==> src/rtl/dbg_tgt_pkg.sv <==
package dbg_tgt_pkg;

   typedef enum logic [1:0] {
      ST_IDLE = 2'd0,
      ST_WAIT = 2'd1,
      ST_ACK  = 2'd2,
      ST_DONE = 2'd3
   } tgt_state_e;

   localparam int unsigned MAX_WAIT = 15;
   localparam int unsigned WAIT_CNT_W = 4;

endpackage

==> src/rtl/dbg_tgt_fsm.sv <==
module dbg_tgt_fsm
   import dbg_tgt_pkg::*;
#(
   parameter int unsigned ADDR_W      = 8,
   parameter int unsigned DATA_W      = 32,
   parameter int unsigned WAIT_CYCLES = 0
) (
   input  logic              clk,
   input  logic              rst,
   input  logic              req_i,
   input  logic [ADDR_W-1:0] addr_i,
   input  logic [DATA_W-1:0] wdata_i,
   input  logic              wr_i,
   output logic              ack_o,
   output logic              enter_ack_o,
   output logic [ADDR_W-1:0] cmd_addr_o,
   output logic [DATA_W-1:0] cmd_wdata_o,
   output logic              cmd_wr_o
);

   localparam int unsigned CNT_W = WAIT_CNT_W;

   tgt_state_e        state_q, state_d;
   logic              wait_done;
   logic [ADDR_W-1:0] lat_addr_q;
   logic [DATA_W-1:0] lat_wdata_q;
   logic              lat_wr_q;
   logic              start;

   assign start = (state_q == ST_IDLE) && req_i;

   // Command capture on the rising request
   always_ff @(posedge clk) begin
      if (rst) begin
         lat_addr_q  <= '0;
         lat_wdata_q <= '0;
         lat_wr_q    <= 1'b0;
      end else if (start) begin
         lat_addr_q  <= addr_i;
         lat_wdata_q <= wdata_i;
         lat_wr_q    <= wr_i;
      end
   end

   // In idle the command comes straight from the bus, later from the latch
   always_comb begin
      if (state_q == ST_IDLE) begin
         cmd_addr_o  = addr_i;
         cmd_wdata_o = wdata_i;
         cmd_wr_o    = wr_i;
      end else begin
         cmd_addr_o  = lat_addr_q;
         cmd_wdata_o = lat_wdata_q;
         cmd_wr_o    = lat_wr_q;
      end
   end

   // Wait-state counter variant chosen by parameter
   generate
      if (WAIT_CYCLES == 0) begin : g_nowait
         assign wait_done = 1'b1;
      end else begin : g_wait
         logic [CNT_W-1:0] cnt_q;
         always_ff @(posedge clk) begin
            if (rst) begin
               cnt_q <= '0;
            end else if (start) begin
               cnt_q <= CNT_W'(WAIT_CYCLES - 1);
            end else if (state_q == ST_WAIT && cnt_q != '0) begin
               cnt_q <= cnt_q - 1'b1;
            end
         end
         assign wait_done = (cnt_q == '0);

         a_r3_cnt_bound: assert property (@(posedge clk) disable iff (rst)
            (state_q == ST_WAIT) |-> (cnt_q < CNT_W'(WAIT_CYCLES)))
            else $error("wait counter out of range");

         a_r3_start_waits: assert property (@(posedge clk) disable iff (rst)
            start |=> !ack_o)
            else $error("acknowledge skipped wait states");
      end
   endgenerate

   always_comb begin
      state_d = state_q;
      unique case (state_q)
         ST_IDLE: if (req_i) state_d = (WAIT_CYCLES == 0) ? ST_ACK : ST_WAIT;
         ST_WAIT: if (wait_done) state_d = ST_ACK;
         ST_ACK:  if (!req_i) state_d = ST_DONE;
         ST_DONE: if (!req_i) state_d = ST_IDLE;
         default: state_d = ST_IDLE;
      endcase
   end

   always_ff @(posedge clk) begin
      if (rst) state_q <= ST_IDLE;
      else     state_q <= state_d;
   end

   assign ack_o       = (state_q == ST_ACK);
   assign enter_ack_o = (state_q != ST_ACK) && (state_d == ST_ACK);

   // Assertions guarding the handshake
   a_r4_ack_held: assert property (@(posedge clk) disable iff (rst)
      (ack_o && req_i) |=> ack_o)
      else $error("acknowledge dropped while request high");

   a_r5_ack_falls: assert property (@(posedge clk) disable iff (rst)
      (ack_o && !req_i) |=> !ack_o)
      else $error("acknowledge held after request low");

   a_r8_no_reack: assert property (@(posedge clk) disable iff (rst)
      (state_q == ST_DONE) |=> !ack_o)
      else $error("acknowledge rose without a new request");

   generate
      if (WAIT_CYCLES == 0) begin : g_chk_zero
         a_r2_zero_wait: assert property (@(posedge clk) disable iff (rst)
            start |=> ack_o)
            else $error("zero-wait acknowledge late");
      end
   endgenerate

endmodule

==> src/rtl/dbg_tgt_regbank.sv <==
module dbg_tgt_regbank #(
   parameter int unsigned    ADDR_W   = 8,
   parameter int unsigned    DATA_W   = 32,
   parameter int unsigned    NUM_REGS = 8,
   parameter logic [DATA_W-1:0] ID_VALUE = 32'h5A17_0C3E
) (
   input  logic              clk,
   input  logic              rst,
   input  logic              wr_en_i,
   input  logic [ADDR_W-1:0] addr_i,
   input  logic [DATA_W-1:0] wdata_i,
   output logic [DATA_W-1:0] rdata_o
);

   localparam int unsigned SEL_W = $clog2(NUM_REGS);

   logic [DATA_W-1:0] bank [NUM_REGS];
   logic              in_range;
   logic [SEL_W-1:0]  sel;

   assign in_range = (int'(addr_i) < int'(NUM_REGS));
   assign sel      = addr_i[SEL_W-1:0];

   // Slot 0 is the fixed identification word
   assign bank[0] = ID_VALUE;

   generate
      for (genvar i = 1; i < NUM_REGS; i++) begin : g_scratch
         logic hit;
         assign hit = wr_en_i && in_range && (sel == SEL_W'(i));
         always_ff @(posedge clk) begin
            if (rst)      bank[i] <= '0;
            else if (hit) bank[i] <= wdata_i;
         end
      end
   endgenerate

   assign rdata_o = in_range ? bank[sel] : '0;

   a_r7_single_write: assert property (@(posedge clk) disable iff (rst)
      wr_en_i |=> !wr_en_i)
      else $error("write strobe repeated");

   a_r9_id_fixed: assert property (@(posedge clk) disable iff (rst)
      (addr_i == '0) |-> (rdata_o == ID_VALUE))
      else $error("identification word corrupted");

endmodule

==> src/rtl/dbg_tgt_rdhold.sv <==
module dbg_tgt_rdhold #(
   parameter int unsigned DATA_W = 32
) (
   input  logic              clk,
   input  logic              rst,
   input  logic              load_i,
   input  logic              is_read_i,
   input  logic [DATA_W-1:0] rdata_i,
   output logic [DATA_W-1:0] hold_o
);

   always_ff @(posedge clk) begin
      if (rst)         hold_o <= '0;
      else if (load_i) hold_o <= is_read_i ? rdata_i : '0;
   end

   a_r6_hold_steady: assert property (@(posedge clk) disable iff (rst)
      !load_i |=> $stable(hold_o))
      else $error("held read data changed without a load");

endmodule

==> src/rtl/dbg_reg_target.sv <==
module dbg_reg_target
   import dbg_tgt_pkg::*;
#(
   parameter int unsigned       ADDR_W      = 8,
   parameter int unsigned       DATA_W      = 32,
   parameter int unsigned       NUM_REGS    = 8,
   parameter int unsigned       WAIT_CYCLES = 0,
   parameter logic [DATA_W-1:0] ID_VALUE    = 32'h5A17_0C3E
) (
   input  logic              clk,
   input  logic              rst,
   input  logic              req_i,
   input  logic [ADDR_W-1:0] addr_i,
   input  logic [DATA_W-1:0] wdata_i,
   input  logic              wr_i,
   output logic              ack_o,
   output logic [DATA_W-1:0] rdata_o
);

   // Elaboration-time parameter checks
   generate
      if (WAIT_CYCLES > MAX_WAIT) begin : g_bad_wait
         $error("WAIT_CYCLES must be 0..15");
      end
      if (NUM_REGS < 2 || (NUM_REGS & (NUM_REGS - 1)) != 0) begin : g_bad_regs
         $error("NUM_REGS must be a power of two, at least 2");
      end
      if (ADDR_W > 31 || NUM_REGS > (1 << ADDR_W)) begin : g_bad_addr
         $error("address width cannot cover the register bank");
      end
      if (DATA_W < 1) begin : g_bad_data
         $error("DATA_W must be positive");
      end
   endgenerate

   logic              enter_ack;
   logic [ADDR_W-1:0] cmd_addr;
   logic [DATA_W-1:0] cmd_wdata;
   logic              cmd_wr;
   logic [DATA_W-1:0] bank_rdata;

   dbg_tgt_fsm #(
      .ADDR_W      (ADDR_W),
      .DATA_W      (DATA_W),
      .WAIT_CYCLES (WAIT_CYCLES)
   ) u_fsm (
      .clk         (clk),
      .rst         (rst),
      .req_i       (req_i),
      .addr_i      (addr_i),
      .wdata_i     (wdata_i),
      .wr_i        (wr_i),
      .ack_o       (ack_o),
      .enter_ack_o (enter_ack),
      .cmd_addr_o  (cmd_addr),
      .cmd_wdata_o (cmd_wdata),
      .cmd_wr_o    (cmd_wr)
   );

   dbg_tgt_regbank #(
      .ADDR_W   (ADDR_W),
      .DATA_W   (DATA_W),
      .NUM_REGS (NUM_REGS),
      .ID_VALUE (ID_VALUE)
   ) u_bank (
      .clk     (clk),
      .rst     (rst),
      .wr_en_i (enter_ack && cmd_wr),
      .addr_i  (cmd_addr),
      .wdata_i (cmd_wdata),
      .rdata_o (bank_rdata)
   );

   dbg_tgt_rdhold #(
      .DATA_W (DATA_W)
   ) u_hold (
      .clk       (clk),
      .rst       (rst),
      .load_i    (enter_ack),
      .is_read_i (!cmd_wr),
      .rdata_i   (bank_rdata),
      .hold_o    (rdata_o)
   );

   a_r6_rdata_stable: assert property (@(posedge clk) disable iff (rst)
      ack_o |=> (!ack_o || $stable(rdata_o)))
      else $error("read data moved during acknowledge");

   a_r1_post_reset: assert property (@(posedge clk)
      rst |=> (!ack_o && rdata_o == '0))
      else $error("reset state wrong");

endmodule

==> config.mk <==
export PLATFORM = sky130hd
export DESIGN_NAME = dbg_reg_target
export DESIGN_NICKNAME = d
export VERILOG_FILES = /design/src/rtl/dbg_tgt_pkg.sv /design/src/rtl/dbg_tgt_fsm.sv /design/src/rtl/dbg_tgt_regbank.sv /design/src/rtl/dbg_tgt_rdhold.sv /design/src/rtl/dbg_reg_target.sv
export SDC_FILE = /design/constraint.sdc
export NUM_CORES = 1
export LEC_CHECK = 0
export ABC_CLOCK_PERIOD_IN_PS = 3100
export BUFFER_PORTS_ARGS = -buffer_cell sky130_fd_sc_hd__buf_4
export CAP_MARGIN = 5
export CORE_MARGIN = 2
export CORE_UTILIZATION = 40
export CTS_CLUSTER_SIZE = 20
export DETAILED_ROUTE_END_ITERATION = 10
export PLACE_DENSITY_LB_ADDON = 0.12
export SYNTH_ARGS = -nofsm -noshare
export SYNTH_HDL_FRONTEND = slang
export SYNTH_SLANG_ARGS = --single-unit
==> constraint.sdc <==
create_clock -name clk -period 3.1 [get_ports clk]
set_clock_uncertainty 0.1 [all_clocks]
set_input_delay 0.155 -clock clk [delete_from_list [all_inputs] [get_ports clk]]
set_output_delay 0.155 -clock clk [all_outputs]
set_load 0.01 [all_outputs]
==> reports/results.tsv <==
stage	metric	value	unit
run_status	status	finished clean	
clock_tree	clock sink count	299	
floorplanning	die height	188	um
floorplanning	starting density of the core	0.404	
layout	Layout Nets	1743	
setup_path	crit path kind	reg2reg	
synth	cells after synthesis	1612	
sta	worst-margin pin slew	0.920	ns
clock_tree	root buffer cell	clkbuf_16	
sta	Tcrit/Tclk final	0.911	
sta	final hold violations	0	
placement	gp weighted congestion	0.802	
synth	post-synthesis sequential area ratio	0.444	
setup_path	R2R Setup Slk	0.27	ns
global_route	met3 GRT Util	0.0387	
global_route	number of global-route vias before repair	11800	
power_and_ir_drop	VDD IR max	0.293	mV
layout	Area growth syn-to-layout	22.3	%
clock_tree	H-tree depth	2	
drt	DR WL/cell	21.1	um
sta	Final TNS setup	0	ns
global_route	global routing met1 resource utilization	0.377	
layout	n_diodes	0	
placement	PortBufs	76	
synth	Post-synth EDFFs	0	
drt	Routed Antenna Nets	0	
sta	fin crit period	2.83	ns
clock_tree	CTS tree	yes	
setup_path	Req. time, crit path	3.41	ns
global_route	first-pass GRT wire length	71000	um
global_route	gr usage total	0.255	
global_route	largest net degree at the start of global routing	97	
synth	dominant synthesized flop cell	dfxtp_1	
sta	Max Slew Vio Count	0	
sta	Max Freq	0.354	GHz
synth	Post-synth ARST share	0	
global_route	initial antenna violation count	0	
global_route	grt ovf	0	
floorplanning	Die Footprint	35200	um2
power_and_ir_drop	LEAKAGE	5.66	nW
drt	Initial DRC Count	1294	
layout	most frequent cells in the layout	299 x dfxtp_1, 217 x a21oi_1, 190 x a211oi_1	
power_and_ir_drop	power per cell area	577	nW/um2
drt	via count	12700	
power_and_ir_drop	total power	9.52	mW
clock_tree	clk_lat worst skew	0.52	ns
setup_path	CP startpoint kind	register	
layout	most common cell after layout, fill and taps aside	dfxtp_1	
global_route	Most Crowded Layer GR	met2	
floorplanning	Die W	188	um
sta	setup slack after layout	0.275	ns
placement	Setup WS pre-CTS	0.303	ns
synth	Mapped Nets	1656	
sta	Slew Limit Headroom	0.369	
clock_tree	Max clock buf depth	3	
job	number of max-cap violations	0	
sta	final setup violation count	0	
floorplanning	row cnt	67	
floorplanning	core area	33400	um2
synth	Synth cell types	56	
drt	routed wire length	45800	um
drt	vias per inst	5.84	
floorplanning	io pins	77	
setup_path	critical-path maximum fanout	9	
global_route	GR met2 Demand/Resource	0.387	
drt	Residual DRC	0	
sta	RSZ-0062 raised after global routing	no	
clock_tree	post-cts repair resize count	0	
clock_tree	Clock transition at path regs	0.06	ns
synth	Synth Cell Area	13500	um2
setup_path	Arrival @ worst endpoint	3.14	ns
placement	Detailed Place HPWL	27900	um
synth	FF+latch count, synth	299	
synth	Yosys warnings	0	
setup_path	Crit. End Element	register	
drt	drt pass-1 iters	5	
hold_path	type of the tightest min-delay check	in2reg	
clock_tree	clock buffer count from CTS	35	
synth	Syn Area/Cell	8.37	um2
layout	share of layout cells above drive strength 1	0.164	
-- cells in the mapped netlist (5+ instances only) --
cell type  instances  area share
dfxtp_1          299        0.44
a21oi_1          218       0.081
a211oi_1         190        0.11
nand2_1          168       0.047
clkbuf_1         131       0.036
o21ai_0          112       0.042
nor2_1           105       0.029
or3_1             64       0.030
mux2i_1           32       0.024
nand3_1           30       0.011
buf_2             26      0.0096
a221oi_1          24       0.016
and3_1            24       0.011
inv_1             21      0.0058
o211ai_1          17      0.0095
a21o_1            16      0.0089
a31o_2            16       0.010
o2111ai_1         16       0.010
or2_2             15      0.0070
a22o_1             8      0.0052
a32o_1             8      0.0059
o211a_1            7      0.0052
and2_1             5      0.0023
o21a_1             5      0.0028
-- critical path: stages (launching register included) --
cell	delay (ns)
dfxtp_1	0.43
or2_1	0.42
a31oi_1	0.68
buf_4	0.31
a21boi_0	0.29
o211ai_1	0.18
a221oi_1	0.31
-- cell type report --
type / instances / area [um2]
clock buffers: 51 / 1080
clock inverters: 11 / 133
fillers: 3273 / 16900
inverters: 21 / 78.8
multi-input cells: 1124 / 6770
flip-flops and latches: 299 / 5990
well taps: 448 / 561
repair buffers: 218 / 1900
-- flip-flops by register name (all words and copies together) (netlist names) --
register	cells
u_fsm.lat_wr_q	1
u_fsm.lat_addr_q	8
u_hold.hold_o	32
u_fsm.lat_wdata_q	32
u_fsm.state_q	2
u_bank.bank	224
-- power breakdown --
group          total (mW)  internal, mW  leakage (nW)  switching [mW]
Sequential           3.94          3.90          2.41          0.0409
Clock                4.32          2.66         0.602            1.66
Combinational        1.26         0.433          2.64           0.831
-- per-layer routing --
layer | part of all wire | vias up
met5 | 0 | -
met4 | 0.020 | 0
met3 | 0.069 | 72
met2 | 0.44 | 449
met1 | 0.47 | 6076
li1 | - | 6081
-- what timing repair did --
action / 4_1_cts / 5_1_grt
hold buffers: 51 / 0
setup buffers: 0 / 0
endpoints found under the hold margin: 57 / 0
-- path summary, 6_finish.rpt --
path | depth (start not counted) | to | start
hold reg to reg | 2 | u_fsm.lat_wdata_q[12]$_SDFFE_PP0P_ | u_fsm.lat_wdata_q[12]$_SDFFE_PP0P_
hold / removal | 4 | u_fsm.state_q[1]$_SDFF_PP0_ | req_i
setup reg to reg | 6 | u_hold.hold_o[29]$_SDFFE_PP0N_ | u_fsm.state_q[1]$_SDFF_PP0_
setup / recovery | 6 | u_hold.hold_o[29]$_SDFFE_PP0N_ | u_fsm.state_q[1]$_SDFF_PP0_
-- per-stage QoR --
stage	cell area [um2]	utilization	hold WS [ns]	cells
2_1_floorplan	13500	-	0.191	1612
3_3_place_gp	14800	0.443	0.314	2059
3_5_place_dp	14800	0.443	0.323	2059
4_1_cts	16500	0.495	0.143	2172
5_1_grt	16500	0.495	0.178	2172
6_report	16500	0.495	0.170	2172
-- cell families (layout without fill, tap and decap cells) --
| kind of cell | count (synthesis) | in the layout | synth area share |
|---|---|---|---|
| xor gates and xnor gates | 1 | 1 | 0.000649 |
| buffers and inverters | 189 | 301 | 0.0583 |
| AOI/OAI and AO/OA | 659 | 659 | 0.321 |
| DFF | 299 | 299 | 0.444 |
| muxes | 34 | 34 | 0.0254 |
| and+or+nand+nor | 430 | 430 | 0.151 |
No activity file was read; power rests on OpenSTA's default activity.
